## src/rtl/ovb_pkg.sv

```systemverilog
package ovb_pkg;

    // Bytes per 4:2:2 pixel pair, numbered in output order.
    localparam int LANES    = 4;
    localparam int POS_W    = 2;
    localparam int LANE_U0  = 0;
    localparam int LANE_Y0  = 1;
    localparam int LANE_V0  = 2;
    localparam int LANE_Y1  = 3;

    typedef enum logic [2:0] {
        SER_IDLE = 3'd0,
        SER_U0   = 3'd1,
        SER_Y0   = 3'd2,
        SER_V0   = 3'd3,
        SER_Y1   = 3'd4
    } ser_state_e;

endpackage

```

## src/rtl/ovb_alpha_bank.sv

```systemverilog
module ovb_alpha_bank #(
    parameter int ALPHA_W = 8
) (
    input  logic               clk,
    input  logic               rst_n,
    input  logic               wr_en,
    input  logic               wr_sel,
    input  logic [ALPHA_W-1:0] wr_data,
    output logic [ALPHA_W-1:0] alpha_zero,
    output logic [ALPHA_W-1:0] alpha_one
);

    always_ff @(posedge clk or negedge rst_n) begin
        if (!rst_n) begin
            alpha_zero <= '0;
            alpha_one  <= '0;
        end else if (wr_en) begin
            if (wr_sel) alpha_one  <= wr_data;
            else        alpha_zero <= wr_data;
        end
    end

endmodule

```

## src/rtl/ovb_lane.sv

```systemverilog
module ovb_lane #(
    parameter int PIX_W    = 8,
    parameter int ALPHA_W  = 8,
    parameter bit MASK_LSB = 1'b0
) (
    input  logic [PIX_W-1:0]   main_px,
    input  logic [PIX_W-1:0]   ovl_px,
    input  logic [ALPHA_W-1:0] alpha,
    input  logic               en,
    output logic [PIX_W-1:0]   mixed
);

    localparam int SUM_W = PIX_W + ALPHA_W + 2;
    localparam logic [SUM_W-1:0] FULL_WT = SUM_W'(1) << ALPHA_W;
    localparam logic [SUM_W-1:0] HALF_WT = SUM_W'(1) << (ALPHA_W - 1);
    localparam logic [SUM_W-1:0] PIX_MAX = SUM_W'((1 << PIX_W) - 1);

    logic [PIX_W-1:0] ovl_eff;
    logic [SUM_W-1:0] wt_ovl;
    logic [SUM_W-1:0] wt_main;
    logic [SUM_W-1:0] acc;
    logic [SUM_W-1:0] scaled;

    generate
        if (MASK_LSB) begin : g_chroma
            assign ovl_eff = {ovl_px[PIX_W-1:1], 1'b0};
        end else begin : g_luma
            assign ovl_eff = ovl_px;
        end
    endgenerate

    always_comb begin
        wt_ovl  = SUM_W'(alpha);
        wt_main = FULL_WT - wt_ovl;
        acc     = wt_ovl * SUM_W'(ovl_eff) + wt_main * SUM_W'(main_px) + HALF_WT;
        scaled  = acc >> ALPHA_W;
        if (!en) begin
            mixed = main_px;
        end else if (scaled > PIX_MAX) begin
            mixed = '1;
        end else begin
            mixed = scaled[PIX_W-1:0];
        end
    end

endmodule

```

## src/rtl/ovb_serializer.sv

```systemverilog
module ovb_serializer
    import ovb_pkg::*;
#(
    parameter int PIX_W = 8
) (
    input  logic                   clk,
    input  logic                   rst_n,
    input  logic                   load_valid,
    input  logic [LANES*PIX_W-1:0] load_data,
    output logic                   load_take,
    input  logic                   out_ready,
    output logic                   out_valid,
    output logic [PIX_W-1:0]       out_byte,
    output logic [POS_W-1:0]       out_pos
);

    ser_state_e             state_q;
    ser_state_e             state_d;
    logic [LANES*PIX_W-1:0] hold_q;

    // State register.
    always_ff @(posedge clk or negedge rst_n) begin
        if (!rst_n) begin
            state_q <= SER_IDLE;
        end else begin
            state_q <= state_d;
        end
    end

    always_ff @(posedge clk or negedge rst_n) begin
        if (!rst_n) begin
            hold_q <= '0;
        end else if (load_take) begin
            hold_q <= load_data;
        end
    end

    // Transitions.
    always_comb begin
        state_d = state_q;
        unique case (state_q)
            SER_IDLE: if (load_valid) state_d = SER_U0;
            SER_U0:   if (out_ready)  state_d = SER_Y0;
            SER_Y0:   if (out_ready)  state_d = SER_V0;
            SER_V0:   if (out_ready)  state_d = SER_Y1;
            SER_Y1:   if (out_ready)  state_d = load_valid ? SER_U0 : SER_IDLE;
            default:                  state_d = SER_IDLE;
        endcase
    end

    // Outputs.
    always_comb begin
        out_valid = 1'b1;
        out_pos   = POS_W'(LANE_U0);
        load_take = 1'b0;
        unique case (state_q)
            SER_IDLE: begin
                out_valid = 1'b0;
                load_take = load_valid;
            end
            SER_U0: out_pos = POS_W'(LANE_U0);
            SER_Y0: out_pos = POS_W'(LANE_Y0);
            SER_V0: out_pos = POS_W'(LANE_V0);
            SER_Y1: begin
                out_pos   = POS_W'(LANE_Y1);
                load_take = load_valid && out_ready;
            end
            default: out_valid = 1'b0;
        endcase
        out_byte = hold_q[(LANES-1-int'(out_pos))*PIX_W +: PIX_W];
    end

endmodule

```

## src/rtl/ovl_blend422.sv

```systemverilog
module ovl_blend422
    import ovb_pkg::*;
#(
    parameter int PIX_W   = 8,
    parameter int ALPHA_W = 8
) (
    input  logic                   clk,
    input  logic                   rst_n,
    input  logic                   in_valid,
    output logic                   in_ready,
    input  logic [4*PIX_W-1:0]     main_pair,
    input  logic [4*PIX_W-1:0]     ovl_pair,
    input  logic                   ovl_en,
    input  logic                   alpha_wr_en,
    input  logic                   alpha_wr_sel,
    input  logic [ALPHA_W-1:0]     alpha_wr_data,
    output logic                   out_valid,
    input  logic                   out_ready,
    output logic [PIX_W-1:0]       out_byte,
    output logic [1:0]             out_pos
);

    localparam int BUS_W    = LANES * PIX_W;
    localparam int SEL_U_BIT = (LANES - 1 - LANE_U0) * PIX_W;
    localparam int SEL_V_BIT = (LANES - 1 - LANE_V0) * PIX_W;

    logic [ALPHA_W-1:0] alpha_zero;
    logic [ALPHA_W-1:0] alpha_one;

    // Capture stage.
    logic               cap_v;
    logic [BUS_W-1:0]   cap_main;
    logic [BUS_W-1:0]   cap_ovl;
    logic [ALPHA_W-1:0] cap_a0;
    logic [ALPHA_W-1:0] cap_a1;
    logic               cap_en;

    // Blend stage.
    logic               blend_v;
    logic [BUS_W-1:0]   blend_data;
    logic [BUS_W-1:0]   lane_out;
    logic               blend_adv;
    logic               ser_take;

    ovb_alpha_bank #(.ALPHA_W(ALPHA_W)) u_bank (
        .clk        (clk),
        .rst_n      (rst_n),
        .wr_en      (alpha_wr_en),
        .wr_sel     (alpha_wr_sel),
        .wr_data    (alpha_wr_data),
        .alpha_zero (alpha_zero),
        .alpha_one  (alpha_one)
    );

    assign blend_adv = cap_v && (!blend_v || ser_take);
    assign in_ready  = !cap_v || blend_adv;

    always_ff @(posedge clk or negedge rst_n) begin
        if (!rst_n) begin
            cap_v <= 1'b0;
        end else if (in_ready) begin
            cap_v <= in_valid;
        end
    end

    always_ff @(posedge clk or negedge rst_n) begin
        if (!rst_n) begin
            cap_main <= '0;
            cap_ovl  <= '0;
            cap_a0   <= '0;
            cap_a1   <= '0;
            cap_en   <= 1'b0;
        end else if (in_valid && in_ready) begin
            cap_main <= main_pair;
            cap_ovl  <= ovl_pair;
            cap_a0   <= alpha_zero;
            cap_a1   <= alpha_one;
            cap_en   <= ovl_en;
        end
    end

    generate
        for (genvar i = 0; i < LANES; i++) begin : g_lane
            localparam int  LO      = (LANES - 1 - i) * PIX_W;
            localparam bit  IS_CHR  = (i == LANE_U0) || (i == LANE_V0);
            localparam bit  USE_V   = (i == LANE_Y1);
            logic               pick;
            logic [ALPHA_W-1:0] a_sel;

            assign pick  = USE_V ? cap_ovl[SEL_V_BIT] : cap_ovl[SEL_U_BIT];
            assign a_sel = pick ? cap_a1 : cap_a0;

            ovb_lane #(
                .PIX_W   (PIX_W),
                .ALPHA_W (ALPHA_W),
                .MASK_LSB(IS_CHR)
            ) u_lane (
                .main_px (cap_main[LO +: PIX_W]),
                .ovl_px  (cap_ovl[LO +: PIX_W]),
                .alpha   (a_sel),
                .en      (cap_en),
                .mixed   (lane_out[LO +: PIX_W])
            );
        end
    endgenerate

    always_ff @(posedge clk or negedge rst_n) begin
        if (!rst_n) begin
            blend_v <= 1'b0;
        end else if (blend_adv) begin
            blend_v <= 1'b1;
        end else if (ser_take) begin
            blend_v <= 1'b0;
        end
    end

    always_ff @(posedge clk or negedge rst_n) begin
        if (!rst_n) begin
            blend_data <= '0;
        end else if (blend_adv) begin
            blend_data <= lane_out;
        end
    end

    ovb_serializer #(.PIX_W(PIX_W)) u_ser (
        .clk        (clk),
        .rst_n      (rst_n),
        .load_valid (blend_v),
        .load_data  (blend_data),
        .load_take  (ser_take),
        .out_ready  (out_ready),
        .out_valid  (out_valid),
        .out_byte   (out_byte),
        .out_pos    (out_pos)
    );

endmodule

```

## config.mk

```make
export PLATFORM = sky130hd
export DESIGN_NAME = ovl_blend422
export DESIGN_NICKNAME = d
export VERILOG_FILES = /design/src/rtl/ovb_pkg.sv /design/src/rtl/ovb_alpha_bank.sv /design/src/rtl/ovb_lane.sv /design/src/rtl/ovb_serializer.sv /design/src/rtl/ovl_blend422.sv
export SDC_FILE = /design/constraint.sdc
export NUM_CORES = 1
export LEC_CHECK = 0
export ABC_AREA = 1
export BUFFER_PORTS_ARGS = -buffer_cell sky130_fd_sc_hd__buf_4
export CAP_MARGIN = 20
export CORE_ASPECT_RATIO = 0.9
export CORE_MARGIN = 2
export CORE_UTILIZATION = 32
export DETAILED_ROUTE_END_ITERATION = 10
export PLACE_DENSITY = 0.45
export SLEW_MARGIN = 20
export SYNTH_ARGS = -nofsm -noshare
export SYNTH_HDL_FRONTEND = slang
export SYNTH_SLANG_ARGS = --single-unit
```

## constraint.sdc

```tcl
create_clock -name clk -period 24.2 [get_ports clk]
set_clock_uncertainty 0.1 [all_clocks]
set_input_delay 1.21 -clock clk [delete_from_list [all_inputs] [get_ports clk]]
set_output_delay 1.21 -clock clk [all_outputs]
set_load 0.05 [all_outputs]
```

==> flow_metrics.tcl, run 1 <==
set metrics [dict create \
    vias_per_cell 4.61 \
    slowest_stage "dfrtp_1" \
    cp-startpoint "cap_ovl[24]" \
    met2_usage_pct 27.8 \
    grt_pass1_vias 20400 \
    status "completed" \
    placed_cell_area_um2 27100 \
    antenna_found_initial 1 \
    end_kind "flip-flop" \
    gr-usage-met1_pct 31.0 \
    drtIter0Drc 1117 \
    final_area_um2 27700 \
    min_path_type "reg -> reg" \
    ctsLongestPathBuffers 2 \
    cts_resized 0 \
    relSlewSlack_pct 39.0 \
    final_core_util_pct 35.1 \
    yosysWarnings 0 \
    gp_congestion 0.900 \
    cts_hold_buffers 0 \
    fill_cells 8440 \
    firstDrtPassIters 5 \
    ys_ff_latch 166 \
    endpoint "blend_data[13]" \
    worstReg2RegStart "cap_ovl[24]" \
    max_stage_delay_ps 650 \
    hold_path_startpoint "blend_data[2]" \
    crit_type "reg -> reg" \
    rrSetupSlack_ps 15440 \
    grt_most_used_layer "met1" \
    finalSetupTns_ps 0 \
    start_kind "flip-flop" \
    cpMostUsedCell "fa_1" \
    drive_gt1_share_pct 7.23 \
    post-route-min-period_ps 8760 \
    critical-path-top-delay-family "adder cells" \
    rows 98 \
    synth_edf_count 0 \
    clk_pin_slew_worst_paths_ps 80 \
    ys.flop_type "dfrtp_1" \
    grt_setup_unrepaired "false" \
    grt_pass1_wl_um 122000 \
    postCtsSetupBuffers 0 \
    die_height_um 271 \
    ant_nets 0 \
    wirelength_um 77300 \
    dieArea_um2 81800 \
    worstMarginPinSlew_ps 915 \
    core-area_um2 79100 \
    dr_total_vias 19700 \
    use_met3_pct 3.90 \
    period_share_pct 36.2 \
    drc 0 \
    grt.total_usage_pct 19.6 \
    cts_max_level 4 \
    io_pins 91 \
    n_antenna_cell 0 \
    die_x_um 301 \
    syn_avg_cell_area_um2 8.04 \
    timing.rr.end "blend_data[13]" \
    postSynthCellCount 3164 \
    numCtsBuffers 17 \
    synth_cell_types 48 \
    worstPathArrival_ps 9040 \
    path_buf_inv 7 \
    start_util_pct 32.2 \
    grt_max_degree 71 \
    crit_fanout 34 \
    reg2regPathDepth 34 \
    synthToLayoutAreaGrowth_pct 8.99 \
    clock_latency_ps 510 \
    cts_tree "done" \
    wire_per_inst_um 18.1 \
    cap_violations 0 \
    nets 3955 \
    fmax_ghz 0.114 \
    cts-root-buf "clkbuf_16" \
    worstPathRequired_ps 24480 \
    hpwl_um 62800 \
    hold_viol_final 0 \
    io_buffers 90 \
    async_reset_ff_share_pct 100 \
    yosysSeqAreaShare_pct 16.3 \
    setup_viol 0 \
    globalRouteOverflowTotal 0 \
    synth_area_um2 25400 \
    numClockSinks 166 \
    cp.depth 34 \
    report.final.slew_viol_count 0 \
    syn-num-nets 3911 \
]
cell usage in the layout (no fill, tap or decap), drive strengths merged, types with 26 or more instances in the layout:
| cell | n |
|---|---|
| nand2 | 605 |
| clkinv | 26 |
| o21ai | 97 |
| a21oi | 202 |
| inv | 636 |
| ha | 294 |
| buf | 106 |
| fa | 374 |
| nand3 | 77 |
| nor2 | 478 |
| mux2 | 37 |
| dfrtp | 166 |
how the worst min path moves through the flow:
stage | to | slack (ps) | cells after the start
after floorplan | blend_data[18] | 350 | 2
after global placement | u_bank.alpha_zero[2] | 370 | 2
after detailed placement | blend_data[2] | 370 | 2
after CTS | blend_data[2] | 390 | 2
after global routing | u_bank.alpha_zero[4] | 410 | 2
final | blend_data[2] | 380 | 2
final cells by class:
class	count	area [um2]	area share (%)
multi-input combinational	2266	18400	66.5
sequential	166	4150	15.0
inverter	650	2440	8.81
clock buffer	19	443	1.60
timing repair buffer	107	810	2.92
tap	1050	1310	4.74
clock inverter	13	135	0.487
state kept, by name (all words and copies together), names as in the netlist:
signal             cells
blend_data            32
cap_main              32
cap_ovl               32
u_ser.hold_q          32
cap_a0                 8
cap_a1                 8
u_bank.alpha_one       8
u_bank.alpha_zero      8
u_ser.state_q          3
blend_v                1
cap_en                 1
cap_v                  1
logic make-up (layout without fill, tap and decap cells):
family	count (synthesis)	in the layout	synth area share, %
buf+inv	732	789	11.3
fa+ha+maj	668	668	43.9
flops	166	166	16.3
xor+xnor	30	30	1.03
mux	37	37	1.64
compound gates	331	331	7.03
simple gates	1200	1200	18.8
worst register-to-register path: cells and delay by family (launching register included):
| kind | cells | cell delay [ps] |
|---|---|---|
| AOI/OAI and AO/OA | 7 | 1210 |
| xor gates and xnor gates | 1 | 330 |
| adders and majority gates | 11 | 4440 |
| buffers and inverters | 7 | 1010 |
| DFF | 1 | 650 |
| and+or+nand+nor | 8 | 890 |
synthesized netlist by cell type (all sizes together) (21+ instances only):
library cell  instances  area (um2)
a21oi               202        1010
buf                  46         287
clkbuf               36         135
clkinv               21        81.3
dfrtp               166        4150
fa                  374        7490
ha                  294        3680
inv                 629        2360
mux2                 37         417
nand2               605        2290
nand3                77         385
nor2                478        1820
o21ai                97         504
through the flow:
stage / hold slack (ps) / std cells / setup slack [ps]
finish: 382 / 4271 / 15440
global route: 410 / 4271 / 14780
CTS: 386 / 4271 / 15420
detailed placement: 366 / 4239 / 15460
global placement: 365 / 4239 / 15630
floorplan: 345 / 3164 / 16350
routing by layer:
layer / routed length (um) / vias up
met5: 0 / -
met4: 538 / 0
met1: 41900 / 9559
met3: 4060 / 24
met2: 30900 / 376
li1: - / 9738
Power of run 1 is left out: the tool's default activity adds up to more than one toggle a clock period on the data nets, which glitch-free logic cannot reach.
==> run 2, diff against run 1 <==
--- a/config.mk
+++ b/config.mk
@@ -12,7 +12,7 @@
 export CORE_MARGIN = 2
 export CORE_UTILIZATION = 32
 export DETAILED_ROUTE_END_ITERATION = 10
-export PLACE_DENSITY = 0.45
+export PLACE_DENSITY = 0.46
 export SLEW_MARGIN = 20
 export SYNTH_ARGS = -nofsm -noshare
 export SYNTH_HDL_FRONTEND = slang
==> constraint.sdc (replaced) <==
create_clock -name clk -period 7.15 [get_ports clk]
set_clock_uncertainty 0.1 [all_clocks]
set_input_delay 0.3575 -clock clk [delete_from_list [all_inputs] [get_ports clk]]
set_output_delay 0.3575 -clock clk [all_outputs]
set_load 0.05 [all_outputs]
==> run 2 against run 1 <==
Against the previous run:
- the flow now finishes with violations (negative setup slack)
- first-iteration DRC count up 29%
- final cell count rose by 7.0%
- hold slack worse by 350 ps
- sequential share of layout area shrank 1.7 points
- setup slack worse by 16000 ps
- critical path type unchanged
- critical endpoint is now blend_data[11]
==> flow_metrics.tcl, run 2 (synthesized netlist as in run 1, its figures left out) <==
set metrics [dict create \
    setup_viol 16 \
    cts-root-buf "clkbuf_16" \
    post-route-min-period_ps 7570 \
    placed_cell_area_um2 29200 \
    globalRouteOverflowTotal 0 \
    final_core_util_pct 39.6 \
    core-area_um2 79100 \
    gp_congestion 0.903 \
    cpMostUsedCell "fa_1" \
    dieArea_um2 81800 \
    rows 98 \
    numClockSinks 166 \
    max_stage_delay_ps 550 \
    io_buffers 90 \
    end_kind "flip-flop" \
    fill_cells 8310 \
    crit_type "reg -> reg" \
    mostFrequentLayoutCells "inv_1 (597), nand2_1 (562), nor2_1 (450)" \
    hold_viol_final 0 \
    cts_max_level 4 \
    grt_pass1_wl_um 128000 \
    status "finished with violations" \
    crit_fanout 8 \
    worstPathRequired_ps 7440 \
    numCtsBuffers 17 \
    grt_max_degree 103 \
    synthToLayoutAreaGrowth_pct 23.1 \
    die_x_um 301 \
    violations "negative setup slack" \
    grt_setup_unrepaired "true" \
    grt_pass1_vias 21700 \
    period_share_pct 106 \
    slowest_stage "fa_1" \
    wirelength_um 80800 \
    holdWs_ps 31.4 \
    hpwl_um 66300 \
    cap_violations 0 \
    io_pins 91 \
    report.final.slew_viol_count 0 \
    drive_gt1_share_pct 19.1 \
    die_height_um 271 \
    worstMarginPinSlew_ps 891 \
    start_kind "flip-flop" \
    drtIter0Drc 1445 \
    n_antenna_cell 0 \
    start_util_pct 32.2 \
    relSlewSlack_pct 40.6 \
    firstDrtPassIters 6 \
    vias_per_cell 4.64 \
    fmax_ghz 0.132 \
    drc 0 \
    antenna_found_initial 0 \
    final_area_um2 31300 \
    clock_latency_ps 500 \
    nets 4254 \
    ctsLongestPathBuffers 2 \
    min_path_type "in -> reg" \
    place_ws_ps -727 \
    worstPathArrival_ps 7860 \
    layout_setup_ws_ps -420 \
    dr_total_vias 21200 \
    cts_tree "done" \
    ant_nets 0 \
    final_common_cell "inv_1" \
    wire_per_inst_um 17.7 \
    clk_pin_slew_worst_paths_ps 70 \
    grt.total_usage_pct 20.4 \
]
[run 2: cell types whose count changed in the layout (fill, tap and decap cells not counted), sizes merged]
cell / change
inv: -3
clkbuf: +1
clkinv: -1
buf: +251
bufinv: +2
dlygate4sd3: +48
clkinvlp: +1
[run 2: area by class of cell]
| class | count | area (um2) | share of cell area [%] |
|---|---|---|---|
| multi-input cells | 2266 | 19500 | 62.3 |
| flip-flops and latches | 166 | 4160 | 13.3 |
| repair buffers | 406 | 3290 | 10.5 |
| inverters | 650 | 2450 | 7.83 |
| well taps | 1050 | 1310 | 4.19 |
| clock buffers | 20 | 447 | 1.43 |
| clock inverters | 12 | 143 | 0.455 |
[run 2: per-layer routing]
metal	global-route usage, %	vias up	share of wire, %
li1	-	10300	-
met1	32.1	10400	52
met2	29.2	440	41
met3	3.47	47	5.3
met4	3.77	0	1.3
met5	0	-	0
[run 2: stage by stage]
step                setup TNS [ps]  cells
global placement             -9410   4459
CTS                          -5710   4561
detailed placement          -10740   4459
global route                -11690   4570
finish                       -5990   4570
floorplan                    -1750   3164
[run 2: worst paths after layout]
check	start	endpoint	slack, ps	cells past startpoint
worst max-delay path	cap_ovl[24]	blend_data[11]	-420	33
worst min-delay path	main_pair[25]	cap_main[25]	30	3
worst max register to register	cap_ovl[24]	blend_data[11]	-420	33
worst min register to register	blend_data[28]	blend_data[28]	380	2
max in group asynchronous	rst_n	u_ser.hold_q[29]	5400	3
min in group asynchronous	rst_n	cap_main[5]	260	2
[run 2: critical path: cells and delay by family (launching register included)]
family / cells / cell delay [ps]
compound gates: 7 / 930
fa+ha+maj: 11 / 4610
xor+xnor: 1 / 160
flops: 1 / 400
simple gates: 7 / 470
buf+inv: 7 / 770
[run 2: timing repair]
item                       CTS  global route
gates resized for setup     98           111
setup endpoints to repair   17            32
hold buffers                48             0
buffers inserted            22             9
pin swaps                   62            66
hold endpoints to repair    82             0
Power of run 2 is left out for the same reason.
